==> src/rtl/modadd_pkg.sv <==
package modadd_pkg;

  // Single-bit full-adder sum
  function automatic logic fa_sum(input logic a, input logic b, input logic c);
    return a ^ b ^ c;
  endfunction

  // Single-bit full-adder carry (majority)
  function automatic logic fa_carry(input logic a, input logic b, input logic c);
    return (a & b) | (a & c) | (b & c);
  endfunction

endpackage

==> src/rtl/rca_seg.sv <==
module rca_seg #(
  parameter int W = 8
) (
  input  logic [W-1:0] a,
  input  logic [W-1:0] b,
  input  logic         cin,
  output logic [W-1:0] s,
  output logic         cout
);
  import modadd_pkg::*;

  logic [W:0] cc;
  assign cc[0] = cin;

  for (genvar i = 0; i < W; i++) begin : g_bit
    assign s[i]    = fa_sum(a[i], b[i], cc[i]);
    assign cc[i+1] = fa_carry(a[i], b[i], cc[i]);
  end

  assign cout = cc[W];
endmodule

==> src/rtl/csa_row.sv <==
module csa_row #(
  parameter int W = 16
) (
  input  logic [W-1:0] a,
  input  logic [W-1:0] b,
  input  logic [W-1:0] c,
  output logic [W-1:0] s,
  output logic [W-1:0] cy   // cy[i] has weight 2^(i+1)
);
  import modadd_pkg::*;

  for (genvar i = 0; i < W; i++) begin : g_col
    assign s[i]  = fa_sum(a[i], b[i], c[i]);
    assign cy[i] = fa_carry(a[i], b[i], c[i]);
  end
endmodule

==> src/rtl/pipe_mod_adder.sv <==
module pipe_mod_adder #(
  parameter int WIDTH = 16
) (
  input  logic             clk,
  input  logic             rst_n,
  input  logic             in_valid,
  input  logic [WIDTH-1:0] in_x,
  input  logic [WIDTH-1:0] in_y,
  input  logic [WIDTH-1:0] in_mod,
  output logic             out_valid,
  output logic [WIDTH-1:0] out_res
);
  localparam int LO_W = WIDTH / 2;
  localparam int HI_W = WIDTH - LO_W;

  // Final selection: reduced value when its extended top bit is set
  function automatic logic [WIDTH-1:0] pick_result(
    input logic             nonneg,
    input logic [WIDTH-1:0] plain,
    input logic [WIDTH-1:0] reduced
  );
    return nonneg ? reduced : plain;
  endfunction

  // ---------------- stage 1: lower halves + carry-save row ----------------
  logic [WIDTH-1:0] csa_s, csa_cy;
  logic [LO_W-1:0]  sum_lo, dif_lo;
  logic             sum_lo_c, dif_lo_c;

  // x + y + ~m ; the "+1" of the complement fills the empty weight-1 slot
  csa_row #(.W(WIDTH)) u_csa (
    .a (in_x), .b (in_y), .c (~in_mod), .s (csa_s), .cy (csa_cy)
  );

  rca_seg #(.W(LO_W)) u_sum_lo (
    .a (in_x[LO_W-1:0]), .b (in_y[LO_W-1:0]), .cin (1'b0),
    .s (sum_lo), .cout (sum_lo_c)
  );

  rca_seg #(.W(LO_W)) u_dif_lo (
    .a (csa_s[LO_W-1:0]), .b ({csa_cy[LO_W-2:0], 1'b1}), .cin (1'b0),
    .s (dif_lo), .cout (dif_lo_c)
  );

  logic            v1_q;
  logic [LO_W-1:0] sum_lo_q, dif_lo_q;
  logic            sum_c_q, dif_c_q;
  logic [HI_W-1:0] x_hi_q, y_hi_q, s_hi_q;
  logic [HI_W:0]   cy_hi_q;

  always_ff @(posedge clk or negedge rst_n) begin
    if (!rst_n) begin
      v1_q     <= 1'b0;
      sum_lo_q <= '0;
      dif_lo_q <= '0;
      sum_c_q  <= 1'b0;
      dif_c_q  <= 1'b0;
      x_hi_q   <= '0;
      y_hi_q   <= '0;
      s_hi_q   <= '0;
      cy_hi_q  <= '0;
    end else begin
      v1_q     <= in_valid;
      sum_lo_q <= sum_lo;
      dif_lo_q <= dif_lo;
      sum_c_q  <= sum_lo_c;
      dif_c_q  <= dif_lo_c;
      x_hi_q   <= in_x[WIDTH-1:LO_W];
      y_hi_q   <= in_y[WIDTH-1:LO_W];
      s_hi_q   <= csa_s[WIDTH-1:LO_W];
      cy_hi_q  <= csa_cy[WIDTH-1:LO_W-1];
    end
  end

  // ---------------- stage 2: upper halves + select ----------------
  logic [HI_W-1:0] sum_hi;
  logic [HI_W:0]   dif_hi;
  logic            hi_sum_cout;   // plain sum reached 2^WIDTH
  logic            hi_dif_cout;   // must never fire for reduced operands
  logic            sel_reduced;

  rca_seg #(.W(HI_W)) u_sum_hi (
    .a (x_hi_q), .b (y_hi_q), .cin (sum_c_q),
    .s (sum_hi), .cout (hi_sum_cout)
  );

  rca_seg #(.W(HI_W+1)) u_dif_hi (
    .a ({1'b0, s_hi_q}), .b (cy_hi_q), .cin (dif_c_q),
    .s (dif_hi), .cout (hi_dif_cout)
  );

  assign sel_reduced = dif_hi[HI_W];

  logic             out_v_q;
  logic [WIDTH-1:0] res_q;

  always_ff @(posedge clk or negedge rst_n) begin
    if (!rst_n) begin
      out_v_q <= 1'b0;
      res_q   <= '0;
    end else begin
      out_v_q <= v1_q;
      res_q   <= pick_result(sel_reduced, {sum_hi, sum_lo_q},
                             {dif_hi[HI_W-1:0], dif_lo_q});
    end
  end

  assign out_valid = out_v_q;
  assign out_res   = res_q;

  // ---------------- assertions ----------------
  // valid input yields valid output two edges later
  p_latency_r2: assert property (@(posedge clk) disable iff (!rst_n)
    in_valid |-> ##2 out_valid);

  // idle input yields idle output two edges later
  p_idle_r4: assert property (@(posedge clk) disable iff (!rst_n)
    !in_valid |-> ##2 !out_valid);

  // reduced operands give a result below the modulus
  p_below_mod_r5: assert property (@(posedge clk) disable iff (!rst_n)
    (out_valid && ($past(in_x, 2) < $past(in_mod, 2))
               && ($past(in_y, 2) < $past(in_mod, 2)))
    |-> (out_res < $past(in_mod, 2)));

  // overflow of the plain sum must force the reduced path
  p_ovf_reduces_r7: assert property (@(posedge clk) disable iff (!rst_n)
    (v1_q && hi_sum_cout) |-> sel_reduced);

  // extended reduced chain stays within WIDTH+1 bits
  p_no_overflow_r1: assert property (@(posedge clk) disable iff (!rst_n)
    v1_q |-> !hi_dif_cout);
endmodule

==> config.mk <==
export PLATFORM = sky130hd
export DESIGN_NAME = pipe_mod_adder
export DESIGN_NICKNAME = d
export VERILOG_FILES = /design/src/rtl/modadd_pkg.sv /design/src/rtl/rca_seg.sv /design/src/rtl/csa_row.sv /design/src/rtl/pipe_mod_adder.sv
export SDC_FILE = /design/constraint.sdc
export NUM_CORES = 1
export LEC_CHECK = 0
export CAP_MARGIN = 0
export CORE_MARGIN = 5
export CORE_UTILIZATION = 40
export CTS_CLUSTER_SIZE = 10
export DETAILED_ROUTE_END_ITERATION = 16
export DONT_BUFFER_PORTS = 1
export MAX_ROUTING_LAYER = met4
export SKIP_LAST_GASP = 1
export SLEW_MARGIN = 20
export SYNTH_ARGS = -nofsm -noshare
export SYNTH_HDL_FRONTEND = slang
export SYNTH_SLANG_ARGS = --single-unit
==> constraint.sdc <==
create_clock -name clk -period 5.08 [get_ports clk]
set_input_delay 0.762 -clock clk [delete_from_list [all_inputs] [get_ports clk]]
set_output_delay 0.762 -clock clk [all_outputs]
set_load 0.05 [all_outputs]
Yosys cells after proc, flatten, opt, wreduce, memory -nomap -nowiden

Index checks and enable logic that the tools add are counted.
Widths: inputs -> output; s select.

Register bits after elaboration: 69
Word-level logic and storage cells: 318

Muxes and demuxes: 1
Bitwise gates (word level): 306

Operator list:

| cell        | number |
|---|---|
| $and 1x1->1 | 128 |
| $or 1x1->1  | 90 |
| $xor 1x1->1 | 86 |
| $mux 16     | 1 |
| $not 16->16 | 1 |
| $not 1->1   | 1 |

Longest topological paths before layout

Gate-level depths: netlist (run 1).

Depth after elaboration: 26
Gate-level depth with buffers: 13
Gate-level depth less buffers: 12

Hierarchy

From an unflattened synthesis (run 1), not the netlist that was laid out.

Cells, all modules: 194
Area total of the unflattened synthesis: 3,174.3 sq um

Modules (own cells, without submodules):

| module                 | times used | cells each | area an instance (sq um) | sequential area each (sq um) |
|---|---|---|---|---|
| pipe_mod_adder         | 1          | 105        | 2,043.2                  | 1,726.7 |
| rca_seg (u_dif_lo ...) | 3          | 18         | 197.7                    | 0.0 |
| csa_row                | 1          | 16         | 320.3                    | 0.0 |
| rca_seg (u_dif_hi)     | 1          | 19         | 217.7                    | 0.0 |

Worst setup path after synthesis (run 1)

Ideal clock, no wire load.

Path kind: register to register
From: register dif_c_q
To: register res_q[0] (netlist: out_res[0])
Arrival: 4,110 ps
Setup slack: 846 ps
Stages on the path, launching flop included: 14
Period minus slack after synthesis: 4,234 ps
Cell sequence: dfrtp_1 -> inv_1 -> fa_1 -> inv_1 -> fa_1 -> fa_1 -> fa_1 -> fa_1 -> fa_1 -> fa_1 -> fa_1 -> xnor2_2 -> buf_6 -> mux2_2

Word-level cells in the longest chain between the ends: 26

RTL lines:

| element                | RTL line              | source |
|---|---|---|
| start, declared        | pipe_mod_adder.sv:47  | `logic sum_c_q, dif_c_q;` |
| start signal, assigned | pipe_mod_adder.sv:67  | `dif_c_q <= dif_lo_c;` |
| $and 1x1->1            | modadd_pkg.sv:10      | `return (a & b) \| (a & c) \| (b & c);` |
| $or 1x1->1             | modadd_pkg.sv:10      |  |
| $or 1x1->1 (*)         | modadd_pkg.sv:10      |  |
| $and 1x1->1            | modadd_pkg.sv:10      |  |
| $or 1x1->1             | modadd_pkg.sv:10      |  |
| $or 1x1->1 (*)         | modadd_pkg.sv:10      |  |
| $and 1x1->1            | modadd_pkg.sv:10      |  |
| $or 1x1->1             | modadd_pkg.sv:10      |  |
| (+10 left out)         | -                     |  |
| $and 1x1->1            | modadd_pkg.sv:10      |  |
| $or 1x1->1             | modadd_pkg.sv:10      |  |
| $or 1x1->1 (*)         | modadd_pkg.sv:10      |  |
| $and 1x1->1            | modadd_pkg.sv:10      |  |
| $or 1x1->1             | modadd_pkg.sv:10      |  |
| $or 1x1->1 (*)         | modadd_pkg.sv:10      |  |
| $xor 1x1->1 (*)        | modadd_pkg.sv:5       | `return a ^ b ^ c;` |
| $mux 16 (*)            | pipe_mod_adder.sv:22  | `return nonneg ? reduced : plain;` |
| end signal, assigned   | pipe_mod_adder.sv:103 | `res_q <= pick_result(sel_reduced, {sum_hi, sum_lo_q},` |
| end, declared          | pipe_mod_adder.sv:95  | `logic [WIDTH-1:0] res_q;` |

Mark *: on every way between the ends. The rest lies on a longest branch, timed or not.

Worst setup path in the final report (run 1)

From: register dif_c_q
To: register res_q[10] (netlist: out_res[10])

Word-level cells in the longest chain between the ends: 26

RTL lines:

| element                  | RTL line |
|---|---|
| $and 1x1->1              | modadd_pkg.sv:10 |
| $or 1x1->1               | modadd_pkg.sv:10 |
| $or 1x1->1 (*)           | modadd_pkg.sv:10 |
| $and 1x1->1              | modadd_pkg.sv:10 |
| $or 1x1->1               | modadd_pkg.sv:10 |
| $or 1x1->1 (*)           | modadd_pkg.sv:10 |
| $and 1x1->1              | modadd_pkg.sv:10 |
| $or 1x1->1 (2 in series) | modadd_pkg.sv:10 |
| (+6 left out)            | - |
| $and 1x1->1              | modadd_pkg.sv:10 |
| $or 1x1->1 (2 in series) | modadd_pkg.sv:10 |
| $and 1x1->1              | modadd_pkg.sv:10 |
| $or 1x1->1 (2 in series) | modadd_pkg.sv:10 |
| $and 1x1->1              | modadd_pkg.sv:10 |
| $or 1x1->1 (2 in series) | modadd_pkg.sv:10 |
| $xor 1x1->1              | modadd_pkg.sv:5 |
| $mux 16 (*)              | pipe_mod_adder.sv:22 |

Marked as above.

==> impl_metrics.ini, run 1 <==
[grt]
overflow = 0
antenna_found_initial = 0
grt_pass1_vias = 1661
grt_usage = 0.114
grt_max_degree = 70
grt_pass1_wl_um = 8090

[timing]
fmax_mhz = 235
slew_headroom = 0.663
timing.final.crit_share = 0.839
finalSetupViolations = 0
finClkSkew_ps = 6.97
finalHoldViolCount = 0
fin_ws_ps = 818
rsz0062_at_grt = no
timing.hold.ws_ps = 120
worst_slew_pin_slew_ps = 506
tns_ps = 0
period_minus_slack_ps = 4260
slew_violations = 0

[worst_setup_path]
crit_fanout = 16
max_stage_delay_ps = 410
path_common_cell = fa_1
start_kind = register
end_kind = register
slowest_stage = fa_1
cp.arrival_ps = 4470
worstSetupPathType = reg2reg
required_ps = 5290
crit_chain = inv_1 > fa_1 > inv_1 > fa_1 > fa_1 > fa_1 > fa_1 > fa_1 > fa_1 > fa_1 > xnor2_2 > buf_4 > mux2_2

[clock_tree]
cts.sinks = 69
numCtsBuffers = 9
cts_resized = 0
postCtsHoldBufs = 0
cts_tree = done
cts_htree_levels = 3
root_buffer = clkbuf_8
clock_latency_ps = 330
postCtsSetupBuffers = 0
cts_buffer_depth = 2
clk_pin_slew_ps = 60

[floorplanning]
die_h_um = 98.8
fp.coreArea_um2 = 7690
ioPinCount = 68
die_x_um = 98.8
rows = 32
start_util = 0.410
die_area_um2 = 9750

[power_and_ir_drop]
switching_share = 0.344
fin_total_pwr_mw = 1.60
p_int_mw = 1.05
p_comb_frac = 0.139
power.share.clock = 0.276
p_seq_frac = 0.585
p_sw_mw = 0.549
power_density_nw_per_um2 = 460
power_leakage_nw = 1.74
vdd_drop_max_v = 0.000149

[route]
wl_um = 4500
vias = 1371
dr.pass1.iters = 4
routedWlPerCell_um = 13.9
drt_iter0_drc = 14
drt_drc_violations_left = 0
drtAntennaViolNets = 0
avgViaCountPerCell = 4.22

[layout]
multi_input_area_um2 = 1130
fin_cells = 325
stdcell_area_um2 = 3470
final_util = 0.452
fin_nets = 317
nFillCells = 735
antenna_cells = 0
synthToLayoutAreaGrowth_pct = 10.2
drive_gt1_frac = 0.135
seq_area_um2 = 1730

[yosys]
synth-seq-area-share = 0.548
syn-cell-area_um2 = 3150
synth_warnings = 0
ys_types = 9
avgSynthCellArea_um2 = 15.1
synthCells = 209
synth_seq_cells = 69
syn_nets = 306

[run]
maxCapViolCount = 0

[place]
dp_cells = 311
numPortBuffers = 0
finalWeightedCongestion = 0.730
dpl.hpwl_um = 3570
place_ws_ps = 784
postPlaceCellArea_um2 = 3280

[hold_path]
hp-class = in2async

[outcome]
status = complete, no violations
==> power by group through the flow <==
stage | registers [mW] | clock network (mW) | logic (mW)
final | 0.935 | 0.440 | 0.222
after global routing | 0.950 | 0.484 | 0.262
after CTS | 0.943 | 0.459 | 0.233
after detailed placement | 0.954 | 0 | 0.229
after global placement | 0.953 | 0 | 0.223
after floorplan | 0.928 | 0 | 0.181
==> state kept, by name, summed over array words and instances (netlist names) <==
signal     cells
y_hi_q         8
v1_q           1
x_hi_q         8
sum_c_q        1
out_valid      1
cy_hi_q        9
sum_lo_q       8
s_hi_q         8
dif_c_q        1
out_res       16
dif_lo_q       8
==> cell type report <==
cell class                      count  area share
Sequential cell                    69       0.497
Clock inverter                      1     0.00864
Timing Repair Buffer                1     0.00216
Multi-Input combinational cell     64       0.326
Tap cell                          102      0.0367
Inverter                           75      0.0810
Clock buffer                       13      0.0486
==> critical path: cells and delay by family, from the launching register on <==
family | cells | cell delay (ps)
xor+xnor | 1 | 130
mux | 1 | 370
fa+ha+maj | 8 | 2900
flops | 1 | 360
buf+inv | 3 | 380
==> cells by family after synthesis <==
logic type | Yosys count | synth area share
buffers and inverters | 76 | 0.0929
adder cells (fa/ha/maj) | 46 | 0.290
XOR/XNOR | 2 | 0.0127
flip-flops | 69 | 0.548
multiplexers | 16 | 0.0568
==> layout by cell type (no fill, tap or decap) <==
| master | n |
|---|---|
| clkbuf_8 | 12 |
| fa_1 | 45 |
| dfrtp_1 | 69 |
| clkbuf_1 | 1 |
| xor3_1 | 1 |
| mux2i_1 | 1 |
| inv_1 | 75 |
| xnor2_2 | 1 |
| ha_1 | 1 |
| mux2_2 | 15 |
| bufinv_16 | 1 |
| buf_4 | 1 |
==> synthesized netlist by cell type <==
master | number | share of area
buf_6 | 1 | 0.0036
dfrtp_1 | 69 | 0.55
fa_1 | 45 | 0.29
ha_1 | 1 | 0.0040
inv_1 | 75 | 0.089
mux2_2 | 15 | 0.054
mux2i_1 | 1 | 0.0032
xnor2_2 | 1 | 0.0052
xor3_1 | 1 | 0.0075
==> per-layer routing <==
metal	vias up	GRT usage	routed length, um
met5	-	-	0
met4	0	0.0630	83
li1	595	-	-
met3	13	0.0453	310
met1	722	0.125	1650
met2	41	0.176	2460
==> final timing paths <==
| check | start | endpoint | slack, ps | depth (start not counted) |
|---|---|---|---|---|
| worst min register to register | v1_q$_DFF_PN0_ | out_valid$_DFF_PN0_ | 350 | 0 |
| min in group clk | v1_q$_DFF_PN0_ | out_valid$_DFF_PN0_ | 350 | 0 |
| worst min-delay path | rst_n | y_hi_q[5]$_DFF_PN0_ | 120 | 0 |
| worst max-delay path | dif_c_q$_DFF_PN0_ | out_res[10]$_DFF_PN0_ | 820 | 13 |
| worst max register to register | dif_c_q$_DFF_PN0_ | out_res[10]$_DFF_PN0_ | 820 | 13 |
| max in group asynchronous | rst_n | cy_hi_q[1]$_DFF_PN0_ | 4840 | 0 |
No activity file was read; power rests on OpenSTA's default activity.
==> run 2: changes to the inputs <==
clock period = 3.55 ns   (was 5.08 ns; I/O delays follow)
==> run 2 against run 1 <==
  * The flow now finishes with violations (setup timing)
  * Worst hold slack worse by 68 ps
  * Clock skew hardly changed
  * Clock power is 52% higher
  * Cell count is 1.5% higher
==> impl_metrics.ini, run 2 (same netlist as run 1, synthesis figures left out) <==
[power_and_ir_drop]
power_leakage_nw = 1.81
fin_total_pwr_mw = 2.44
vdd_drop_max_v = 0.000214
power_density_nw_per_um2 = 670

[grt]
grt_pass1_wl_um = 8300
grt_pass1_vias = 1701
grt_usage = 0.117
overflow = 0
grt_max_degree = 70
antenna_found_initial = 0

[worst_setup_path]
reg2reg_slack_ps = -330
r2r_end = out_res[11]$_DFF_PN0_
critPathBufInv = 3
worstSetupEndpoint = out_res[11]$_DFF_PN0_
cp.depth = 13
cp.arrival_ps = 4090
max_stage_delay_ps = 390
path_common_cell = fa_2
crit_chain = inv_2 > fa_1 > inv_1 > fa_2 > fa_2 > fa_2 > fa_2 > fa_2 > fa_2 > fa_2 > xnor2_4 > buf_6 > mux2_4
crit_fanout = 8
slowest_stage = fa_2
cp-startpoint = dif_c_q$_DFF_PN0_
worstSetupPathType = reg2reg
end_kind = register
cp_top_family = adder cells
start_kind = register
required_ps = 3770
timing.rr.start = dif_c_q$_DFF_PN0_
ff2ff_path_depth = 13

[floorplanning]
rows = 32
die_x_um = 98.8
die_h_um = 98.8
die_area_um2 = 9750
ioPinCount = 68
start_util = 0.410
fp.coreArea_um2 = 7690

[timing]
finClkSkew_ps = 6.88
slew_violations = 0
fmax_mhz = 258
fin_ws_ps = -325
finalHoldViolCount = 0
worst_slew_pin_slew_ps = 521
finalSetupViolations = 16
slew_headroom = 0.653
period_minus_slack_ps = 3880
rsz0062_at_grt = yes
timing.final.crit_share = 1.09

[route]
wl_um = 4660
drtAntennaViolNets = 0
avgViaCountPerCell = 4.15
drt_iter0_drc = 26
dr.max_layer_used = met4
met1_length_um = 1830
routedWlPerCell_um = 14.1
met3WireLength_um = 281
route.met2.wl_um = 2420
dr.pass1.iters = 3
vias = 1371
drt_drc_violations_left = 0

[layout]
synthToLayoutAreaGrowth_pct = 15.6
largest_reg_flops = 16
antenna_cells = 0
drive_gt1_frac = 0.224
layout_common_cells = inv_1 (72), dfrtp_1 (69), fa_1 (33)
final_util = 0.474
final_common_cell = inv_1
fin_nets = 320

[outcome]
status = finished with violations
violations = setup timing

[clock_tree]
clock_latency_ps = 340
numCtsBuffers = 9
root_buffer = clkbuf_8
cts_htree_levels = 3
cts_tree = done
cts.sinks = 69
clk_pin_slew_ps = 70
cts_buffer_depth = 2

[place]
place_ws_ps = -415
numPortBuffers = 0
dpl.hpwl_um = 3780
finalWeightedCongestion = 0.742

[hold_path]
hp-class = in2async

[run]
maxCapViolCount = 0
## run 2: timing repair
item / CTS / global route
endpoints found under the setup margin: 16 / 16
pin swaps: 2 / 0
setup buffers: 1 / 0
gates resized for setup: 9 / 11
hold endpoints to repair: 69 / 0
gates cloned: 0 / 0
hold buffers: 1 / 0
## run 2: routing by layer
metal | vias up | GRT usage
li1 | 602 | -
met1 | 712 | 0.138
met2 | 44 | 0.175
met3 | 13 | 0.0354
met4 | 0 | 0.0735
met5 | - | -
## run 2: worst register-to-register path, delay by kind of cell (launching register included)
kind	cells	cell delay, ps
buffers and inverters	3	290
XOR/XNOR	1	180
adder cells (fa/ha/maj)	8	2620
flip-flops	1	370
multiplexers	1	310
## run 2: worst min-delay path by stage
| stage | start | to | cells after the start |
|---|---|---|---|
| after detailed placement | rst_n | y_hi_q[5]$_DFF_PN0_ | 0 |
| after global routing | rst_n | y_hi_q[5]$_DFF_PN0_ | 1 |
| final | rst_n | y_hi_q[5]$_DFF_PN0_ | 1 |
| after global placement | rst_n | y_hi_q[5]$_DFF_PN0_ | 0 |
| after floorplan | rst_n | cy_hi_q[0]$_DFF_PN0_ | 0 |
| after CTS | rst_n | y_hi_q[5]$_DFF_PN0_ | 1 |
## run 2: layout make-up
class,count,area (um2)
clock buffer,12,165
tap,102,128
inverter,75,282
clock inverter,4,55.1
fill,707,4040
timing repair buffer,4,65.1
sequential,69,1730
multi-input combinational,64,1220
## run 2: where the power goes
part	total, mW	switching (mW)	internal, mW
clock network	0.667	0.283	0.384
registers	1.35	0.393	0.953
logic	0.427	0.179	0.249
## run 2: metrics by stage
stage                     hold WS (ps)  area, um2  TNS, ps  cells
after global placement             239       3320    -5960    312
after floorplan                    237       3190    -5160    209
final                             52.1       3640    -4880    330
after detailed placement           239       3320    -6700    312
after CTS                         61.9       3610    -5300    330
after global routing              85.7       3640    -6850    330
==> run 3: changes to the inputs <==
CORE_UTILIZATION = 45   (was 40)
==> run 3 against run 2 <==
  * The run still ends with setup timing left
  * Core utilization increased by 5.8 points
  * Clock power rose by 16%
  * Clock-buffer cell count decreased by 2
  * Largest cell class unchanged
==> impl_metrics.ini, run 3 (same netlist as run 1, synthesis figures left out) <==
[outcome]
status = finished with violations
violations = setup timing

[route]
wl_um = 4800
dr.pass1.iters = 4
vias = 1366
drt_iter0_drc = 26
drtAntennaViolNets = 0
routedWlPerCell_um = 14.8
avgViaCountPerCell = 4.22
drt_drc_violations_left = 0

[power_and_ir_drop]
power_leakage_nw = 1.78
power_density_nw_per_um2 = 689
vdd_drop_max_v = 0.000228

[timing]
rsz0062_at_grt = yes
worst_slew_pin_slew_ps = 477
fmax_mhz = 257
finalHoldViolCount = 0
timing.final.crit_share = 1.10
slew_violations = 0
period_minus_slack_ps = 3900
slew_headroom = 0.682
tns_ps = -5190
timing.hold.ws_ps = 41.0
fin_ws_ps = -348
finClkSkew_ps = 10.6
finalSetupViolations = 16

[place]
finalWeightedCongestion = 0.730
postPlaceCellArea_um2 = 3320
dpl.hpwl_um = 3720
dp_cells = 306
numPortBuffers = 0

[clock_tree]
cts_buffer_depth = 2
cts_tree = done
clock_latency_ps = 340
cts_htree_levels = 3
root_buffer = clkbuf_8
cts.sinks = 69
clk_pin_slew_ps = 80
numCtsBuffers = 9

[layout]
fin_nets = 320
layout_common_cells = inv_1 (74), dfrtp_1 (69), fa_1 (33)
final_common_cell = inv_1
antenna_cells = 0
synthToLayoutAreaGrowth_pct = 14.7
stdcell_area_um2 = 3610
drive_gt1_frac = 0.215
fin_cells = 324
largest_reg_flops = 16

[grt]
grt_usage = 0.136
antenna_found_initial = 0
grt_pass1_wl_um = 8370
grt_pass1_vias = 1715
grt_max_degree = 70
overflow = 0

[hold_path]
hp-class = in2async

[worst_setup_path]
cp.arrival_ps = 4120
worstSetupPathType = reg2reg
reg2reg_slack_ps = -350
path_common_cell = fa_2
cp_top_family = adder cells
crit_chain = inv_2 > fa_1 > inv_1 > fa_2 > fa_2 > fa_2 > fa_2 > fa_2 > fa_2 > fa_2 > xnor2_4 > buf_6 > mux2_2
crit_fanout = 8
start_kind = register
end_kind = register
required_ps = 3770
critPathBufInv = 3
max_stage_delay_ps = 390
slowest_stage = fa_2

[floorplanning]
die_h_um = 93.7
start_util = 0.464
die_area_um2 = 8780
ioPinCount = 68
die_x_um = 93.7
rows = 30
fp.coreArea_um2 = 6790

[run]
maxCapViolCount = 0
==> run 3: cell count changes in the layout (fill, tap and decap cells not counted), sizes merged <==
cell and change:
bufinv +2, clkbuf -2, clkinvlp +1, clkinv -1
==> run 3: final timing paths <==
path                                    from              endpoint  cells past startpoint
max reg2reg                dif_c_q$_DFF_PN0_  out_res[7]$_DFF_PN0_                     13
min in group clk                    in_y[10]   y_hi_q[2]$_DFF_PN0_                      0
min                                    rst_n  cy_hi_q[3]$_DFF_PN0_                      1
max                        dif_c_q$_DFF_PN0_  out_res[7]$_DFF_PN0_                     13
max in group asynchronous              rst_n   y_hi_q[1]$_DFF_PN0_                      1
min reg2reg                   v1_q$_DFF_PN0_   out_valid$_DFF_PN0_                      0
==> run 3: layer usage <==
layer,up-vias,track usage,share of wire
met5,-,-,0
met4,0,0.0830,0.030
met3,9,0.0353,0.060
met2,41,0.219,0.53
met1,711,0.152,0.38
li1,605,-,-
==> run 3: report_power, final <==
group | leakage [nW] | total [mW] | switching, mW | internal, mW
clock | 0.119 | 0.773 | 0.289 | 0.484
combinational | 0.853 | 0.378 | 0.171 | 0.207
sequential | 0.804 | 1.34 | 0.385 | 0.953
==> run 3: final cells by class <==
cell class	instances	area, um2
tap	96	120
fill	584	3180
sequential	69	1730
clock buffer	10	138
timing repair buffer	4	57.6
multi-input combinational	64	1180
inverter	75	282
clock inverter	6	110
==> run 3: timing repair <==
item                                   CTS  global route
setup endpoints to repair               16            16
setup buffers                            1             0
pin swaps                                2             0
gates resized for setup                  4             1
hold buffers                             1             0
endpoints found under the hold margin   69             0
==> run 3: metrics by stage <==
stage / power, mW / setup slack (ps) / util
final: 2.49 / -348 / 0.532
after global routing: 2.64 / -458 / 0.532
after CTS: 2.53 / -366 / 0.531
after detailed placement: 1.72 / -450 / 0.488
after global placement: 1.70 / -385 / 0.488
after floorplan: 1.60 / -388 / -
==> run 3: worst reg2reg max path, stage by stage, from the launching register on <==
cell and delay, ps:
dfrtp_1 380, inv_2 60, fa_1 160, inv_1 50, fa_2 330, fa_2 350
fa_2 340, fa_2 340, fa_2 340, fa_2 350, fa_2 390, xnor2_4 170
buf_6 170, mux2_2 340
